<file path="config.mk">
export PLATFORM = sky130hd
export DESIGN_NAME = acq_trig_ctrl
export DESIGN_NICKNAME = d
export VERILOG_FILES = /design/src/rtl/acq_trig_pkg.sv /design/src/rtl/atc_sync.sv /design/src/rtl/atc_gate_fsm.sv /design/src/rtl/atc_pulse_gen.sv /design/src/rtl/atc_pin_mux.sv /design/src/rtl/acq_trig_ctrl.sv
export SDC_FILE = /design/constraint.sdc
export NUM_CORES = 1
export LEC_CHECK = 0
export BUFFER_PORTS_ARGS = -buffer_cell sky130_fd_sc_hd__buf_2
export CORE_MARGIN = 1.5
export CORE_UTILIZATION = 45
export CTS_CLUSTER_DIAMETER = 40
export CTS_CLUSTER_SIZE = 25
export DETAILED_ROUTE_END_ITERATION = 8
export GPL_ROUTABILITY_DRIVEN = 0
export HOLD_SLACK_MARGIN = 0.15
export PLACE_DENSITY_LB_ADDON = 0.08
export SYNTH_ARGS = -nofsm -noshare
export SYNTH_HDL_FRONTEND = slang
export SYNTH_HIERARCHICAL = 1
export SYNTH_SLANG_ARGS = --single-unit
</file>
<file path="constraint.sdc">
create_clock -name clk -period 1.73 [get_ports clk]
set_clock_uncertainty 0.05 [all_clocks]
set_input_delay 0.0865 -clock clk [delete_from_list [all_inputs] [get_ports clk]]
set_output_delay 0.0865 -clock clk [all_outputs]
set_load 0.05 [all_outputs]
</file>
<file path="src/rtl/acq_trig_pkg.sv">
package acq_trig_pkg;
  typedef enum logic {
    GATE_EDGE  = 1'b0,
    GATE_LEVEL = 1'b1
  } gate_mode_e;
endpackage

</file>
<file path="src/rtl/atc_sync.sv">
module atc_sync #(
  parameter int STAGES = 2
) (
  input  logic clk,
  input  logic rst,
  input  logic d,
  output logic q
);
  logic [STAGES-1:0] chain;

  always_ff @(posedge clk) begin
    if (rst) chain <= '0;
    else     chain <= {chain[STAGES-2:0], d};
  end

  assign q = chain[STAGES-1];
endmodule

</file>
<file path="src/rtl/atc_gate_fsm.sv">
module atc_gate_fsm
  import acq_trig_pkg::*;
(
  input  logic       clk,
  input  logic       rst,
  input  logic       in_sync,
  input  logic       ext_en,
  input  gate_mode_e mode,
  input  logic       pol,
  input  logic       edge_stop,
  input  logic       sw_trig,
  input  logic       sw_stop,
  output logic       run,
  output logic       accept
);
  logic prev_q, run_q, run_d;
  logic rise, fall, ext_evt, gate_on, evt;

  assign rise    = in_sync & ~prev_q;
  assign fall    = ~in_sync & prev_q;
  assign ext_evt = ext_en & (pol ? fall : rise);
  assign gate_on = ext_en & (in_sync ^ pol);
  assign evt     = ext_evt | sw_trig;

  always_comb begin
    run_d  = run_q;
    accept = 1'b0;
    if (mode == GATE_LEVEL) begin
      run_d  = gate_on;
      accept = ext_evt;
    end else if (sw_stop) begin
      run_d = 1'b0;
    end else if (evt) begin
      if (!run_q) begin
        run_d  = 1'b1;
        accept = 1'b1;
      end else if (edge_stop) begin
        run_d = 1'b0;
      end
    end
  end

  always_ff @(posedge clk) begin
    if (rst) begin
      prev_q <= 1'b0;
      run_q  <= 1'b0;
    end else begin
      prev_q <= in_sync;
      run_q  <= run_d;
    end
  end

  assign run = run_q;
endmodule

</file>
<file path="src/rtl/atc_pulse_gen.sv">
module atc_pulse_gen #(
  parameter int PULSE_CYC = 125
) (
  input  logic clk,
  input  logic rst,
  input  logic load,
  output logic pulse
);
  localparam int CW = $clog2(PULSE_CYC + 1);
  logic [CW-1:0] left_q;
  logic          pulse_q;

  always_ff @(posedge clk) begin
    if (rst) begin
      left_q  <= '0;
      pulse_q <= 1'b0;
    end else if (load) begin
      left_q  <= CW'(PULSE_CYC - 1);
      pulse_q <= 1'b1;
    end else if (left_q != '0) begin
      left_q  <= left_q - CW'(1);
    end else begin
      pulse_q <= 1'b0;
    end
  end

  assign pulse = pulse_q;
endmodule

</file>
<file path="src/rtl/atc_pin_mux.sv">
module atc_pin_mux (
  input  logic clk,
  input  logic rst,
  input  logic own_trig,
  input  logic trig_src,
  input  logic timer_src,
  output logic pin,
  output logic timer_ok
);
  logic pin_q, ok_q;

  always_ff @(posedge clk) begin
    if (rst) begin
      pin_q <= 1'b0;
      ok_q  <= 1'b0;
    end else begin
      pin_q <= own_trig ? trig_src : timer_src;
      ok_q  <= ~own_trig;
    end
  end

  assign pin      = pin_q;
  assign timer_ok = ok_q;
endmodule

</file>
<file path="src/rtl/acq_trig_ctrl.sv">
module acq_trig_ctrl
  import acq_trig_pkg::*;
#(
  parameter int CLK_MHZ     = 125,
  parameter int SYNC_STAGES = 2
) (
  input  logic clk,
  input  logic rst,
  input  logic ext_trig,
  input  logic ext_en,
  input  logic cfg_level,
  input  logic cfg_pol,
  input  logic cfg_edge_stop,
  input  logic sw_trig,
  input  logic sw_stop,
  input  logic trigout_en,
  input  logic timer_clk,
  output logic acq_run,
  output logic conv_trig,
  output logic shared_pin,
  output logic timer_allow
);
  logic       trig_s;
  logic       accept;
  gate_mode_e mode;

  assign mode = gate_mode_e'(cfg_level);

  atc_sync #(.STAGES(SYNC_STAGES)) sync_i (
    .clk(clk), .rst(rst), .d(ext_trig), .q(trig_s)
  );

  atc_gate_fsm gate_i (
    .clk(clk), .rst(rst), .in_sync(trig_s), .ext_en(ext_en), .mode(mode),
    .pol(cfg_pol), .edge_stop(cfg_edge_stop), .sw_trig(sw_trig),
    .sw_stop(sw_stop), .run(acq_run), .accept(accept)
  );

  atc_pulse_gen #(.PULSE_CYC(CLK_MHZ)) pulse_i (
    .clk(clk), .rst(rst), .load(accept), .pulse(conv_trig)
  );

  atc_pin_mux mux_i (
    .clk(clk), .rst(rst), .own_trig(trigout_en), .trig_src(conv_trig),
    .timer_src(timer_clk), .pin(shared_pin), .timer_ok(timer_allow)
  );
endmodule

</file>
==> impl_metrics.tcl, run 1 <==
set metrics [dict create \
    synthMuxAreaShare 0.0151 \
    antenna_found_initial 0 \
    die_area_um2 1710 \
    p_switching_uw 441 \
    clock_latency_ns 0.28 \
    fmax_mhz 616 \
    post-cts-setup-buffer-count 0 \
    p_int_uw 756 \
    final_cell_mix "14 x buf_2, 12 x dfxtp_1, 8 x dlygate4sd3_1, 6 x nor2_1" \
    synth_compound_area_frac 0.211 \
    synthFlopType "dfxtp_1" \
    clock_sinks 14 \
    synth_warnings 6 \
    rsz0062_at_grt "false" \
    h-tree-depth 1 \
    synth_edf_count 0 \
    combPwrFrac 0.392 \
    setup_violations 0 \
    coreArea_um2 1330 \
    hold_viol 0 \
    synth_top_family_by_area "simple AND/OR/NAND/NOR gates" \
    syn_nets 83 \
    postRouteAntennaNets 0 \
    critPathMaxFanout 9 \
    p_leak_uw 0.000383 \
    fin_setup_tns_ns 0 \
    worst_slew_pin_slew_ns 0.373 \
    grt_use_total 0.184 \
    synth_area_per_cell_um2 9.34 \
    root_buffer "clkbuf_4" \
    fin_crit_sh 0.939 \
    p_clk_frac 0.200 \
    fin_crit_ns 1.62 \
    slew-limit-headroom 0.749 \
    crit_chain "inv_1 > ha_2 > or3b_1 > buf_4 > nor3_1 > nor4b_2" \
    ys_seq_area_frac 0.423 \
    vias_per_cell 5.71 \
    hold_path.class "primary input to register" \
    end_kind "register" \
    gr-total-overflow 0 \
    finalWirelength_mm 1.45 \
    dp_hpwl_um 933 \
    drtPass1Iterations 4 \
    synth_cell_types 32 \
    finalMaxSlewViolations 0 \
    ir_worst_vdd_mv 1.03 \
    syn_inst 71 \
    drive_gt1_frac 0.316 \
    die_w_um 41.4 \
    port_buffers 14 \
    totalPowerFinal_uw 1200 \
    syn_area_um2 663 \
    switching_share 0.369 \
    dr.first_iter.drc_count 17 \
    grt_start_max_net_pins 15 \
    required_ns 1.85 \
    start_kind "register" \
    n_antenna_cell 0 \
    grt_pass1_wl_mm 2.00 \
    io_pins 15 \
    start_util 0.497 \
    grt_pass1_vias 510 \
    syn2layout_area_growth_pct 31.9 \
    clockBufferDepth 2 \
    layout_commonest_cell "buf_2" \
    synth-xor-area-share 0.0132 \
    num_rows 13 \
    synthSimpleGateAreaFrac 0.262 \
    path_clk_slew_ns 0.09 \
    cts_tree "built" \
    seq_power_share 0.408 \
    slowest_stage "dfxtp_2" \
    critPathKind "register to register" \
    die_h_um 41.4 \
    outcome "finished, final reports clean" \
    vias 628 \
    wire_per_inst_um 13.2 \
    cap_violations 0 \
    crit_family "simple AND/OR/NAND/NOR gates" \
    slowest_delay_ns 0.36 \
    numCtsBuffers 3 \
    nets 108 \
    drc 0 \
    arrival_ns 1.74 \
    async_flop_share 0 \
    powerDensity_nw_per_um2 1370 \
    synth-seq-cells 14 \
    worstPathBufferInverterCount 2 \
    synthAdderAreaFrac 0.0189 \
]
==> synth_stat cells, types with 2 or more instances <==
| cell type | count | area (um^2) |
|---|---|---|
| nor3_1 | 5 | 25.0 |
| nor2_1 | 6 | 22.5 |
| o21ai_0 | 5 | 25.0 |
| a31oi_1 | 4 | 25.0 |
| inv_1 | 5 | 18.8 |
| nor2b_1 | 3 | 18.8 |
| dfxtp_1 | 14 | 280 |
| a31o_2 | 2 | 17.5 |
| or3_1 | 2 | 12.5 |
| and2b_2 | 2 | 17.5 |
| nor4b_1 | 2 | 17.5 |
==> power groups by stage <==
stage,sequential [uW],clock (uW),combinational (uW)
floorplan,487,0,340
global placement,481,0,416
detailed placement,486,0,420
CTS,477,243,435
global route,497,254,508
finish,488,240,469
==> layer usage <==
layer,routed length [um],track usage
met1,613,0.205
met4,29,0.0887
met2,670,0.316
met3,136,0.0585
met5,0,0
==> state kept, by name, summed over array words and instances, names as in the netlist <==
register	cells
gate_i/prev_q	1
gate_i/run	1
mux_i/pin	1
mux_i/timer_ok	1
pulse_i/left_q	7
pulse_i/pulse	1
sync_i/chain	2
==> final timing paths <==
kind | from | to | slack [ns] | cells after the start
worst min register to register | sync_i/chain[0] | sync_i/chain[1] | 0.41 | 1
worst max-delay path | pulse_i/left_q[1] | pulse_i/left_q[0] | 0.11 | 6
worst min-delay path | cfg_level | gate_i/run | 0.17 | 3
worst max register to register | pulse_i/left_q[1] | pulse_i/left_q[0] | 0.11 | 6
==> final cells by class <==
| class | instances | area, um^2 |
|---|---|---|
| Sequential cell | 14 | 283 |
| Tap cell | 15 | 18.8 |
| Inverter | 5 | 18.8 |
| Fill cell | 120 | 459 |
| Clock buffer | 4 | 36.3 |
| Multi-Input combinational cell | 49 | 360 |
| Timing Repair Buffer | 23 | 158 |
==> stage by stage <==
step	instance area [um^2]	setup slack (ns)	hold WS [ns]	cells	utilization
5_1_grt	875	0.0119	0.193	110	0.656
3_3_place_gp	741	0.124	0.229	98	0.555
4_1_cts	857	0.0341	0.169	110	0.643
3_5_place_dp	741	0.0489	0.229	98	0.555
2_1_floorplan	663	0.0710	0.103	71	-
6_report	875	0.106	0.168	110	0.656
==> cell families (layout without fill, tap and decap cells) <==
family	after synthesis	count (layout)
simple gates	27	27
compound gates	19	19
flops	14	14
buf+inv	8	32
fa+ha+maj	1	1
xor+xnor	1	1
mux	1	1
==> tightest hold or removal path, stage by stage <==
cell and delay [ns]:
buf_2 0.12, a31o_2 0.15, o21ba_1 0.12
==> repair_timing <==
item,in CTS,in global routing
hold endpoints to repair,14,0
hold buffers,8,0
gates resized for setup,0,6
endpoints found under the setup margin,0,3
(Power assumes the default switching activity.)
==> inputs of run 2 (changes only) <==
--- a/config.mk
+++ b/config.mk
@@ -5,9 +5,12 @@
 export SDC_FILE = /design/constraint.sdc
 export NUM_CORES = 1
 export LEC_CHECK = 0
-export BUFFER_PORTS_ARGS = -buffer_cell sky130_fd_sc_hd__buf_2
+export BUFFER_PORTS_ARGS = -buffer_cell sky130_fd_sc_hd__buf_4
+export CELL_PAD_IN_SITES_DETAIL_PLACEMENT = 1
+export CELL_PAD_IN_SITES_GLOBAL_PLACEMENT = 1
+export CORE_ASPECT_RATIO = 0.8
 export CORE_MARGIN = 1.5
-export CORE_UTILIZATION = 45
+export CORE_UTILIZATION = 34
 export CTS_CLUSTER_DIAMETER = 40
 export CTS_CLUSTER_SIZE = 25
 export DETAILED_ROUTE_END_ITERATION = 8
==> run 2 against run 1 <==
Critical path depth unchanged. Hold slack better by 0.016 ns. Cell area up 6.3%. Register-to-register slack better by 0.05 ns. Via count down 2.4%. Clock power shrank 22%. Total power is 0.25% higher. Setup slack improved by 0.0031 ns. Count of clock-buffer cells in the layout is 1 lower. Highest routed layer unchanged. Final cell count grew 10%. Largest power group is now combinational cells.
==> impl_metrics.tcl, run 2 (same netlist as run 1, synthesis figures left out) <==
set metrics [dict create \
    vias 613 \
    hold_end "gate_i/run" \
    numCtsBuffers 3 \
    fin_setup_tns_ns 0 \
    top_register "pulse_i/left_q" \
    gr-total-overflow 0 \
    start_util 0.357 \
    p_leak_uw 0.000401 \
    placed_cells 109 \
    final_core_util 0.501 \
    hold_depth 4 \
    fin_crit_ns 1.62 \
    vias_per_cell 5.07 \
    biggestRegsByFlops "pulse_i/left_q: 7 flops, sync_i/chain: 2 flops" \
    wirelength_met1_um 808 \
    grt_pass1_wl_mm 3.11 \
    drive_gt1_frac 0.299 \
    dp_hpwl_mm 1.15 \
    wire_per_inst_um 14.4 \
    port_buffers 14 \
    wl_met2_um 861 \
    rsz0062_at_grt "false" \
    syn2layout_area_growth_pct 40.2 \
    grt_use_total 0.193 \
    antenna_found_initial 0 \
    n_antenna_cell 0 \
    die_area_um2 2230 \
    h-tree-depth 1 \
    top_layer "met4" \
    end_kind "register" \
    setup_violations 0 \
    layout_commonest_cell "buf_4" \
    clock_sinks 14 \
    hold_viol 0 \
    hold_ws_ns 0.184 \
    critPathLaunch "ext_en" \
    cap_violations 0 \
    hold_start "sw_trig" \
    finalWirelength_mm 1.75 \
    post-cts-setup-buffer-count 0 \
    drc 0 \
    clockBufferDepth 2 \
    critPathKind "primary input to register" \
    finalMaxSlewViolations 0 \
    num_rows 14 \
    r2r_start "pulse_i/left_q[1]" \
    postRouteAntennaNets 0 \
    slowest_delay_ns 0.55 \
    met3_wirelength_um 66 \
    crit_chain "dlygate4sd3_1 > buf_4 > and4bb_1 > o32a_1 > inv_1 > a31oi_1" \
    die_h_um 42.5 \
    grt_pass1_vias 667 \
    largest_reg_flops 7 \
    drtPass1Iterations 2 \
    reg2reg_depth 5 \
    worst_slew_pin_slew_ns 0.448 \
    cts_tree "built" \
    arrival_ns 1.74 \
    powerDensity_nw_per_um2 1290 \
    r2r_slack_ns 0.16 \
    fin_crit_sh 0.937 \
    fmax_mhz 617 \
    slew-limit-headroom 0.699 \
    grt_start_max_net_pins 15 \
    critPathMaxFanout 5 \
    final_cell_mix "17 x buf_4, 14 x dfxtp_1, 9 x dlygate4sd3_1, 6 x nor2_1" \
    path_clk_slew_ns 0.09 \
    root_buffer "clkbuf_4" \
    start_kind "primary input" \
    finalNonFillerCells 121 \
    required_ns 1.85 \
    ir_worst_vdd_mv 0.893 \
    clock_latency_ns 0.28 \
    coreArea_um2 1860 \
    r2r_end "pulse_i/left_q[4]" \
    slowest_stage "dlygate4sd3_1" \
    io_pins 15 \
    nets 111 \
    hold_path.class "primary input to register" \
    outcome "finished, final reports clean" \
    die_w_um 52.4 \
    dr.first_iter.drc_count 1 \
]
-- run 2: cell types whose count changed in the layout (fill, tap and decap cells not counted), sizes merged --
| cell | previous run | this run |
|---|---|---|
| dlygate4sd3 | 8 | 9 |
| buf | 15 | 17 |
| clkbuf | 4 | 3 |
-- run 2: worst max-delay path: cells and delay by family --
kind	cells	cell delay, ns
AOI/OAI and AO/OA	2	0.56
and+or+nand+nor	1	0.22
buffers and inverters	3	0.88
-- run 2: worst max path at each step --
stage	to	depth (start not counted)
2_1_floorplan	pulse_i/left_q[4]	6
3_3_place_gp	pulse_i/left_q[4]	5
3_5_place_dp	pulse_i/left_q[4]	5
4_1_cts	pulse_i/left_q[4]	5
5_1_grt	pulse_i/left_q[6]	6
6_report	pulse_i/left_q[3]	6
-- run 2: area by class of cell --
| type | instances | area [um^2] |
|---|---|---|
| clock buffer | 3 | 22.5 |
| fill | 225 | 927 |
| inverter | 5 | 18.8 |
| multi-input combinational | 49 | 360 |
| sequential | 14 | 280 |
| tap | 24 | 30.0 |
| timing repair buffer | 26 | 218 |
-- run 2: metal layers --
metal,track usage,vias to the layer above
met5,0,-
met4,0.0308,0
met3,0.0750,2
met2,0.333,12
met1,0.227,284
li1,-,315
-- run 2: repair_timing --
| item | CTS | global route |
|---|---|---|
| hold buffers | 9 | 0 |
| hold endpoints to repair | 14 | 0 |
| gates resized for setup | 0 | 3 |
| endpoints found under the setup margin | 0 | 3 |
-- run 2: where the power goes --
group	leakage [uW]	internal [uW]	switching (uW)	total, uW
combinational	0.000271	269	283	552
clock	0.0000138	80.6	107	187
sequential	0.000116	396	64.7	460
total	0.000401	745	455	1200
-- run 2: through the flow --
| step | total power, uW | setup WS [ns] | area, um^2 |
|---|---|---|---|
| after floorplan | 827 | 0.0710 | 663 |
| after detailed placement | 966 | 0.0509 | 802 |
| after global placement | 949 | 0.0954 | 802 |
| final | 1200 | 0.109 | 930 |
| after CTS | 1170 | 0.0454 | 915 |
| after global routing | 1310 | 0.0297 | 930 |
